**src/rtl/disp_evt_pkg.sv**
```systemverilog
`timescale 1ns/1ps
package disp_evt_pkg;
  localparam int DW    = 32;
  localparam int EVT_N = 6;

  localparam int EV_VSYNC = 0;
  localparam int EV_GFX0  = 1;
  localparam int EV_GFX1  = 2;
  localparam int EV_FDONE = 3;
  localparam int EV_VUF   = 4;
  localparam int EV_GUF   = 5;

  // sources that raise the line and that clean-on-read may clear
  localparam logic [EVT_N-1:0] HANDLED_M = 6'b00_1111;

  typedef enum logic [2:0] {
    RS_STAT  = 3'd0,
    RS_MASK  = 3'd1,
    RS_CTRL  = 3'd2,
    RS_QIDX  = 3'd3,
    RS_QTGT  = 3'd4,
    RS_QKEEP = 3'd5,
    RS_QVAL  = 3'd6,
    RS_RSVD  = 3'd7
  } regsel_e;
endpackage

```
**src/rtl/disp_evt_status.sv**
```systemverilog
`timescale 1ns/1ps
module disp_evt_status
  import disp_evt_pkg::*;
(
  input  logic             clk_i,
  input  logic             rst_ni,
  input  logic [EVT_N-1:0] evt_set_i,
  input  logic             stat_rd_i,
  input  logic             clean_rd_i,
  input  logic             stat_wr_i,
  input  logic             mask_wr_i,
  input  logic [EVT_N-1:0] wdata_i,
  input  logic             fd_served_i,
  output logic [EVT_N-1:0] status_o,
  output logic [EVT_N-1:0] mask_o,
  output logic             armed_o,
  output logic             irq_o
);
  logic [EVT_N-1:0] status_q, status_d, mask_q, mask_d, clr;
  logic             armed_q, armed_d;

  always_comb begin
    clr = '0;
    if (stat_rd_i && clean_rd_i) clr = clr | (status_q & HANDLED_M);
    if (stat_wr_i)               clr = clr | ~wdata_i;
    if (mask_wr_i)               clr = clr | (wdata_i & ~mask_q & status_q); // stale on enable
    status_d = (status_q & ~clr) | evt_set_i;

    mask_d = mask_wr_i ? wdata_i : mask_q;
    if (fd_served_i) mask_d[EV_FDONE] = 1'b0;

    armed_d = armed_q;
    if (stat_wr_i)      armed_d = 1'b1;
    else if (stat_rd_i) armed_d = 1'b0;
  end

  always_ff @(posedge clk_i or negedge rst_ni) begin
    if (!rst_ni) begin
      status_q <= '0;
      mask_q   <= '0;
      armed_q  <= 1'b1;
    end else begin
      status_q <= status_d;
      mask_q   <= mask_d;
      armed_q  <= armed_d;
    end
  end

  assign status_o = status_q;
  assign mask_o   = mask_q;
  assign armed_o  = armed_q;
  assign irq_o    = armed_q & |(status_q & mask_q & HANDLED_M);
endmodule

```
**src/rtl/disp_evt_cqueue.sv**
```systemverilog
`timescale 1ns/1ps
module disp_evt_cqueue
  import disp_evt_pkg::*;
#(
  parameter int DEPTH  = 16,
  parameter int TGT_AW = 3
) (
  input  logic              clk_i,
  input  logic              rst_ni,
  input  logic [DW-1:0]     wdata_i,
  input  logic              idx_wr_i,
  input  logic              tgt_wr_i,
  input  logic              keep_wr_i,
  input  logic              val_wr_i,
  input  logic              arm_i,
  input  logic              start_i,
  output logic [DW-1:0]     idx_o,
  output logic              pending_o,
  output logic              busy_o,
  output logic              app_vld_o,
  output logic [TGT_AW-1:0] app_tgt_o,
  output logic [DW-1:0]     app_keep_o,
  output logic [DW-1:0]     app_val_o
);
  localparam int QAW = (DEPTH > 1) ? $clog2(DEPTH) : 1;
  localparam logic [QAW-1:0] LAST = QAW'(DEPTH - 1);

  logic              q_end  [DEPTH];
  logic [TGT_AW-1:0] q_tgt  [DEPTH];
  logic [DW-1:0]     q_keep [DEPTH];
  logic [DW-1:0]     q_val  [DEPTH];

  logic [QAW-1:0] idx_q, ptr_q;
  logic           busy_q, pending_q, stop;

  assign stop = q_end[ptr_q] || (ptr_q == LAST);

  always_ff @(posedge clk_i or negedge rst_ni) begin
    if (!rst_ni) begin
      for (int i = 0; i < DEPTH; i++) begin
        q_end[i]  <= 1'b1;
        q_tgt[i]  <= '0;
        q_keep[i] <= '0;
        q_val[i]  <= '0;
      end
      idx_q <= '0;
    end else begin
      if (idx_wr_i) idx_q <= wdata_i[QAW-1:0];
      if (tgt_wr_i) begin
        q_end[idx_q] <= wdata_i[DW-1];
        q_tgt[idx_q] <= wdata_i[TGT_AW-1:0];
      end
      if (keep_wr_i) q_keep[idx_q] <= wdata_i;
      if (val_wr_i) begin
        q_val[idx_q] <= wdata_i;
        idx_q        <= (idx_q == LAST) ? '0 : idx_q + 1'b1;
      end
    end
  end

  always_ff @(posedge clk_i or negedge rst_ni) begin
    if (!rst_ni) begin
      busy_q    <= 1'b0;
      ptr_q     <= '0;
      pending_q <= 1'b0;
    end else begin
      if (busy_q) begin
        if (stop) begin
          busy_q    <= 1'b0;
          pending_q <= 1'b0;
        end else begin
          ptr_q <= ptr_q + 1'b1;
        end
      end else begin
        if (arm_i) pending_q <= 1'b1;
        if (start_i && pending_q) begin
          busy_q <= 1'b1;
          ptr_q  <= '0;
        end
      end
    end
  end

  assign idx_o      = DW'(idx_q);
  assign pending_o  = pending_q;
  assign busy_o     = busy_q;
  assign app_vld_o  = busy_q & ~q_end[ptr_q];
  assign app_tgt_o  = q_tgt[ptr_q];
  assign app_keep_o = q_keep[ptr_q];
  assign app_val_o  = q_val[ptr_q];
endmodule

```
**src/rtl/disp_evt_tgtbank.sv**
```systemverilog
`timescale 1ns/1ps
module disp_evt_tgtbank
  import disp_evt_pkg::*;
#(
  parameter int TGT_AW = 3,
  parameter int TGT_N  = 8
) (
  input  logic              clk_i,
  input  logic              rst_ni,
  input  logic              bus_wr_i,
  input  logic [TGT_AW-1:0] bus_idx_i,
  input  logic [DW-1:0]     wdata_i,
  input  logic              app_vld_i,
  input  logic [TGT_AW-1:0] app_tgt_i,
  input  logic [DW-1:0]     app_keep_i,
  input  logic [DW-1:0]     app_val_i,
  output logic [TGT_N*DW-1:0] regs_o
);
  for (genvar g = 0; g < TGT_N; g++) begin : g_reg
    localparam logic [TGT_AW-1:0] SEL = TGT_AW'(g);
    logic [DW-1:0] r_q;
    always_ff @(posedge clk_i or negedge rst_ni) begin
      if (!rst_ni) begin
        r_q <= '0;
      end else if (app_vld_i && app_tgt_i == SEL) begin
        // keep-mask of zero keeps nothing
        r_q <= ((app_keep_i != '0) ? (r_q & app_keep_i) : '0) | app_val_i;
      end else if (bus_wr_i && bus_idx_i == SEL) begin
        r_q <= wdata_i;
      end
    end
    assign regs_o[g*DW +: DW] = r_q;
  end
endmodule

```
**src/rtl/disp_evt_commit.sv**
```systemverilog
`timescale 1ns/1ps
module disp_evt_commit
  import disp_evt_pkg::*;
#(
  parameter int QDEPTH = 16,
  parameter int ADDR_W = 4
) (
  input  logic                           clk_i,
  input  logic                           rst_ni,
  input  logic                           vsync_i,
  input  logic                           gfx_frame_i,
  input  logic                           gfx_field_i,
  input  logic                           frame_done_i,
  input  logic                           vid_underflow_i,
  input  logic                           gfx_underflow_i,
  input  logic                           bus_we_i,
  input  logic                           bus_re_i,
  input  logic [ADDR_W-1:0]              bus_addr_i,
  input  logic [31:0]                    bus_wdata_i,
  output logic [31:0]                    bus_rdata_o,
  output logic                           irq_o,
  output logic                           notify_o,
  output logic                           field_o,
  output logic [(1<<(ADDR_W-1))*32-1:0]  tgt_regs_o
);
  localparam int TGT_AW = ADDR_W - 1;
  localparam int TGT_N  = 1 << TGT_AW;

  logic              is_tgt;
  regsel_e           sel;
  logic [TGT_AW-1:0] tgt_idx;
  logic              stat_wr, stat_rd, mask_wr, ctrl_wr, tgt_wr;
  logic              qidx_wr, qtgt_wr, qkeep_wr, qval_wr;
  logic [EVT_N-1:0]  evt_set, evt_status, evt_mask;
  logic              armed, fd_served;
  logic              clean_rd_q, notify_q, field_q;
  logic              cmt_pending, cmt_busy, app_vld;
  logic [TGT_AW-1:0] app_tgt;
  logic [DW-1:0]     app_keep, app_val, qidx;

  assign is_tgt  = bus_addr_i[ADDR_W-1];
  assign sel     = regsel_e'(bus_addr_i[2:0]);
  assign tgt_idx = bus_addr_i[TGT_AW-1:0];

  assign stat_wr  = bus_we_i & ~is_tgt & (sel == RS_STAT);
  assign stat_rd  = bus_re_i & ~is_tgt & (sel == RS_STAT);
  assign mask_wr  = bus_we_i & ~is_tgt & (sel == RS_MASK);
  assign ctrl_wr  = bus_we_i & ~is_tgt & (sel == RS_CTRL);
  assign qidx_wr  = bus_we_i & ~is_tgt & (sel == RS_QIDX);
  assign qtgt_wr  = bus_we_i & ~is_tgt & (sel == RS_QTGT);
  assign qkeep_wr = bus_we_i & ~is_tgt & (sel == RS_QKEEP);
  assign qval_wr  = bus_we_i & ~is_tgt & (sel == RS_QVAL);
  assign tgt_wr   = bus_we_i & is_tgt;

  always_comb begin
    evt_set           = '0;
    evt_set[EV_VSYNC] = vsync_i;
    evt_set[EV_GFX0]  = gfx_frame_i & ~gfx_field_i;
    evt_set[EV_GFX1]  = gfx_frame_i & gfx_field_i;
    evt_set[EV_FDONE] = frame_done_i;
    evt_set[EV_VUF]   = vid_underflow_i;
    evt_set[EV_GUF]   = gfx_underflow_i;
  end

  assign fd_served = frame_done_i & evt_mask[EV_FDONE];

  disp_evt_status u_status (
    .clk_i       (clk_i),
    .rst_ni      (rst_ni),
    .evt_set_i   (evt_set),
    .stat_rd_i   (stat_rd),
    .clean_rd_i  (clean_rd_q),
    .stat_wr_i   (stat_wr),
    .mask_wr_i   (mask_wr),
    .wdata_i     (bus_wdata_i[EVT_N-1:0]),
    .fd_served_i (fd_served),
    .status_o    (evt_status),
    .mask_o      (evt_mask),
    .armed_o     (armed),
    .irq_o       (irq_o)
  );

  disp_evt_cqueue #(.DEPTH(QDEPTH), .TGT_AW(TGT_AW)) u_cqueue (
    .clk_i      (clk_i),
    .rst_ni     (rst_ni),
    .wdata_i    (bus_wdata_i),
    .idx_wr_i   (qidx_wr),
    .tgt_wr_i   (qtgt_wr),
    .keep_wr_i  (qkeep_wr),
    .val_wr_i   (qval_wr),
    .arm_i      (ctrl_wr & bus_wdata_i[1]),
    .start_i    (fd_served),
    .idx_o      (qidx),
    .pending_o  (cmt_pending),
    .busy_o     (cmt_busy),
    .app_vld_o  (app_vld),
    .app_tgt_o  (app_tgt),
    .app_keep_o (app_keep),
    .app_val_o  (app_val)
  );

  disp_evt_tgtbank #(.TGT_AW(TGT_AW), .TGT_N(TGT_N)) u_tgtbank (
    .clk_i      (clk_i),
    .rst_ni     (rst_ni),
    .bus_wr_i   (tgt_wr),
    .bus_idx_i  (tgt_idx),
    .wdata_i    (bus_wdata_i),
    .app_vld_i  (app_vld),
    .app_tgt_i  (app_tgt),
    .app_keep_i (app_keep),
    .app_val_i  (app_val),
    .regs_o     (tgt_regs_o)
  );

  always_ff @(posedge clk_i or negedge rst_ni) begin
    if (!rst_ni) begin
      clean_rd_q <= 1'b0;
      notify_q   <= 1'b0;
      field_q    <= 1'b0;
    end else begin
      if (ctrl_wr)     clean_rd_q <= bus_wdata_i[0];
      if (gfx_frame_i) field_q    <= gfx_field_i;
      notify_q <= vsync_i & ~cmt_pending;
    end
  end

  assign notify_o = notify_q;
  assign field_o  = field_q;

  always_comb begin
    bus_rdata_o = '0;
    if (is_tgt) begin
      bus_rdata_o = tgt_regs_o[tgt_idx*DW +: DW];
    end else begin
      case (sel)
        RS_STAT: bus_rdata_o = DW'(evt_status);
        RS_MASK: bus_rdata_o = DW'(evt_mask);
        RS_CTRL: bus_rdata_o = {30'b0, cmt_pending, clean_rd_q};
        RS_QIDX: bus_rdata_o = qidx;
        default: bus_rdata_o = '0;
      endcase
    end
  end
endmodule


```
**config.mk**
```make
export PLATFORM = sky130hd
export DESIGN_NAME = disp_evt_commit
export DESIGN_NICKNAME = d
export VERILOG_FILES = /design/src/rtl/disp_evt_pkg.sv /design/src/rtl/disp_evt_status.sv /design/src/rtl/disp_evt_cqueue.sv /design/src/rtl/disp_evt_tgtbank.sv /design/src/rtl/disp_evt_commit.sv
export SDC_FILE = /design/constraint.sdc
export NUM_CORES = 2
export LEC_CHECK = 0
export BUFFER_PORTS_ARGS = -buffer_cell sky130_fd_sc_hd__buf_2
export CAP_MARGIN = 15
export CELL_PAD_IN_SITES_DETAIL_PLACEMENT = 1
export CELL_PAD_IN_SITES_GLOBAL_PLACEMENT = 1
export CORE_MARGIN = 1.5
export CORE_UTILIZATION = 56
export CTS_CLUSTER_SIZE = 14
export DETAILED_ROUTE_END_ITERATION = 8
export PLACE_DENSITY = 0.84
export SLEW_MARGIN = 0
export SYNTH_ARGS = -nofsm -noshare
export SYNTH_HDL_FRONTEND = slang
export SYNTH_SLANG_ARGS = --single-unit
export TNS_END_PERCENT = 10
```
**constraint.sdc**
```tcl
create_clock -name clk_i -period 8.7 [get_ports clk_i]
set_clock_uncertainty 0.15 [all_clocks]
set_input_delay 1.74 -clock clk_i [delete_from_list [all_inputs] [get_ports clk_i]]
set_output_delay 1.74 -clock clk_i [all_outputs]
set_load 0.005 [all_outputs]
```
==> flow_summary.toml <==
[final_layout]
fillers = 10400
drive_gt1_share_pct = 38.6
area_growth_syn_to_layout_pct = 12.2
final_common_cell = "dfrtp_1"
final_cell_mix = "dfrtp_1, mux2_2, mux2i_1, buf_2, mux4_2"
fin_nets = 4719

[global_routing]
grt_pass1_wl_mm = 333
overflow = 0
grt_use_total_pct = 37.3
first_global_vias = 49100
grt_max_degree = 185
antenna_found_initial = 9

[hold_path]
hold_path.class = "flip-flop to flip-flop"
min_from = "u_status.status_o[4]$_DFF_PN0_"

[sta]
setup_slack_ps = 2650
fmax_ghz = 0.165
hold_viol = 0
post-route-min-period_ps = 6050
fin_crit_sh_pct = 69.5
setup_viol_count_final = 0
grt_setup_unrepaired = "no"
final_max_slew_viol_count = 0
tightest_slew_ps = 1270
hold_slack_ps = 328
slew_headroom_pct = 15.3
fin_setup_tns_ps = 0

[synth]
synth_cell_types = 46
ys_warn_count = 0
syn_inst = 4524
synth.yosys.seq_area_share_pct = 52.2
synth_xor_area_share_pct = 0
synth_edf_count = 0
synth.avg_cell_area_sq_um = 14.5
synth_top_family_by_area = "multiplexers"
synthArstFlopShare_pct = 100
synth_nets = 4575
synth-compound-area-share_pct = 3.96
synth-adder-area-share_pct = 0.0952
yosys.area_share.simple_pct = 1.37
synth.area.mux_share_pct = 39.7
synth-seq-cells = 1370
syn_area_sq_um = 65700
ys.flop_type = "dfrtp_1"

[routing]
num_vias = 43900
wirelength_mm = 221
drtPass1Iterations = 6
drt-initial-drc-count = 4066
drc = 0
viasPerCell = 6.95
ant_nets = 0
post_drt_wl_per_cell_microns = 34.9

[clock_tree]
clk_transition_reported_paths_ps = 60
cts_hold_buffers = 0
cts_buffer_depth = 3
ctsResizeCount = 0
post_cts_buffers = 0
clk_latency_ps = 780
htreeDepth = 4
cts-root-buf = "clkbuf_16"
cts_made_buffers = 146
clkSinkCount = 1370
cts_tree = "built"

[floorplan]
pin_count = 337
initial_core_util_pct = 56.5
die_area_sq_um = 119000
core_area_sq_um = 116000
die_h_microns = 346
row_count = 125
die_x_microns = 346

[critical_path]
cp-startpoint = "bus_addr_i[1]"
cp.arrival_ps = 4160
crit_fanout = 54
end_kind = "output port"
critPathKind = "input pin to output port"
rr_startpoint = "u_cqueue.ptr_q[0]$_DFFE_PN0P_"
start_kind = "input pin"
required_ps = 6810

[pwr]
p_leak_nw = 34.8
total_power_mw = 22.1
vdd_drop_max_mv = 0.239
power_density_nw_per_um2 = 300

[place]
port_buffers = 336
gp_congestion = 0.831
dp_hpwl_mm = 126
place_ws_ps = 2700

[run]
max-cap-violations = 0

[outcome]
outcome = "finished clean"
stage by stage:
step | area (sq um) | utilization, % | instances
final | 73700 | 63.4 | 6316
after global routing | 73700 | 63.4 | 6315
after global placement | 68700 | 59.1 | 6044
after detailed placement | 68700 | 59.1 | 6044
after floorplan | 65700 | - | 4524
after CTS | 73700 | 63.4 | 6312
flip-flops by register name, summed over array words and instances, names as in the netlist:
register            cells
u_cqueue.pending_o      1
u_cqueue.q_tgt         48
field_o                 1
u_cqueue.q_keep       512
u_cqueue.idx_q          4
u_cqueue.busy_o         1
u_cqueue.q_end         16
u_status.armed_o        1
u_status.status_o       6
u_status.mask_o         6
clean_rd_q              1
u_cqueue.ptr_q          4
notify_o                1
u_tgtbank.g.r_q       256
u_cqueue.q_val        512
cell type report:
cell class / instances / area [sq um] / share of cell area, %
Antenna cell: 4 / 10.0 / 0.0136
Clock buffer: 208 / 4300 / 5.83
Clock inverter: 60 / 713 / 0.968
Inverter: 7 / 28.8 / 0.0390
Multi-Input combinational cell: 2729 / 30000 / 40.7
Sequential cell: 1370 / 34300 / 46.6
Tap cell: 1524 / 1910 / 2.59
Timing Repair Buffer: 414 / 2420 / 3.29
metal layers:
metal,routed length [microns],global-route usage [%],vias to the layer above
met4,11400,19.6,4
met2,109000,61.0,2087
met3,14600,6.92,651
met1,85800,47.5,24000
li1,-,-,17200
met5,27,0,-
synthesized netlist by cell type (36+ instances only):
cell type / number / area share (%)
mux2_2: 813 / 14
clkbuf_1: 337 / 1.9
a21oi_1: 262 / 2.0
dfrtp_1: 1353 / 52
buf_2: 38 / 0.29
a221oi_1: 69 / 0.92
mux2i_1: 690 / 11
a22oi_1: 36 / 0.41
nor2_1: 56 / 0.32
mux4_2: 301 / 10
mux2_1: 290 / 5.0
nand2_1: 67 / 0.38
where the power goes:
group | leakage (nW) | switching, mW | internal, mW | total (mW)
Combinational | 14.1 | 3.80 | 2.91 | 6.71
Clock | 2.48 | 2.75 | 3.82 | 6.58
Sequential | 18.3 | 1.31 | 7.48 | 8.80
Total | 34.8 | 7.87 | 14.2 | 22.1
worst paths after layout:
check	endpoint	slack, ps	cells after the start
max in group asynchronous	u_cqueue.q_keep[112]$_DFFE_PN0P_	5710	3
min in group asynchronous	u_status.status_o[5]$_DFF_PN0_	850	1
worst min register to register	u_status.status_o[4]$_DFF_PN0_	330	1
worst max register to register	u_tgtbank.g_reg[0].r_q[23]$_DFFE_PN0P_	3520	7
worst max-delay path	bus_rdata_o[12]	2650	6
worst min-delay path	u_status.status_o[4]$_DFF_PN0_	330	1
critical path, cell delays in order:
cell and delay (ps):
buf_4 670, buf_4 550, mux4_2 570, mux2i_1 250, nor2b_1 140, buf_2 180
kinds of logic after synthesis:
kind of cell	Yosys count
muxes	2094
DFF	1370
AOI/OAI and AO/OA	438
buffers and inverters	425
and+or+nand+nor	192
adders and majority gates	5
Power figures use the tool's default switching activity.
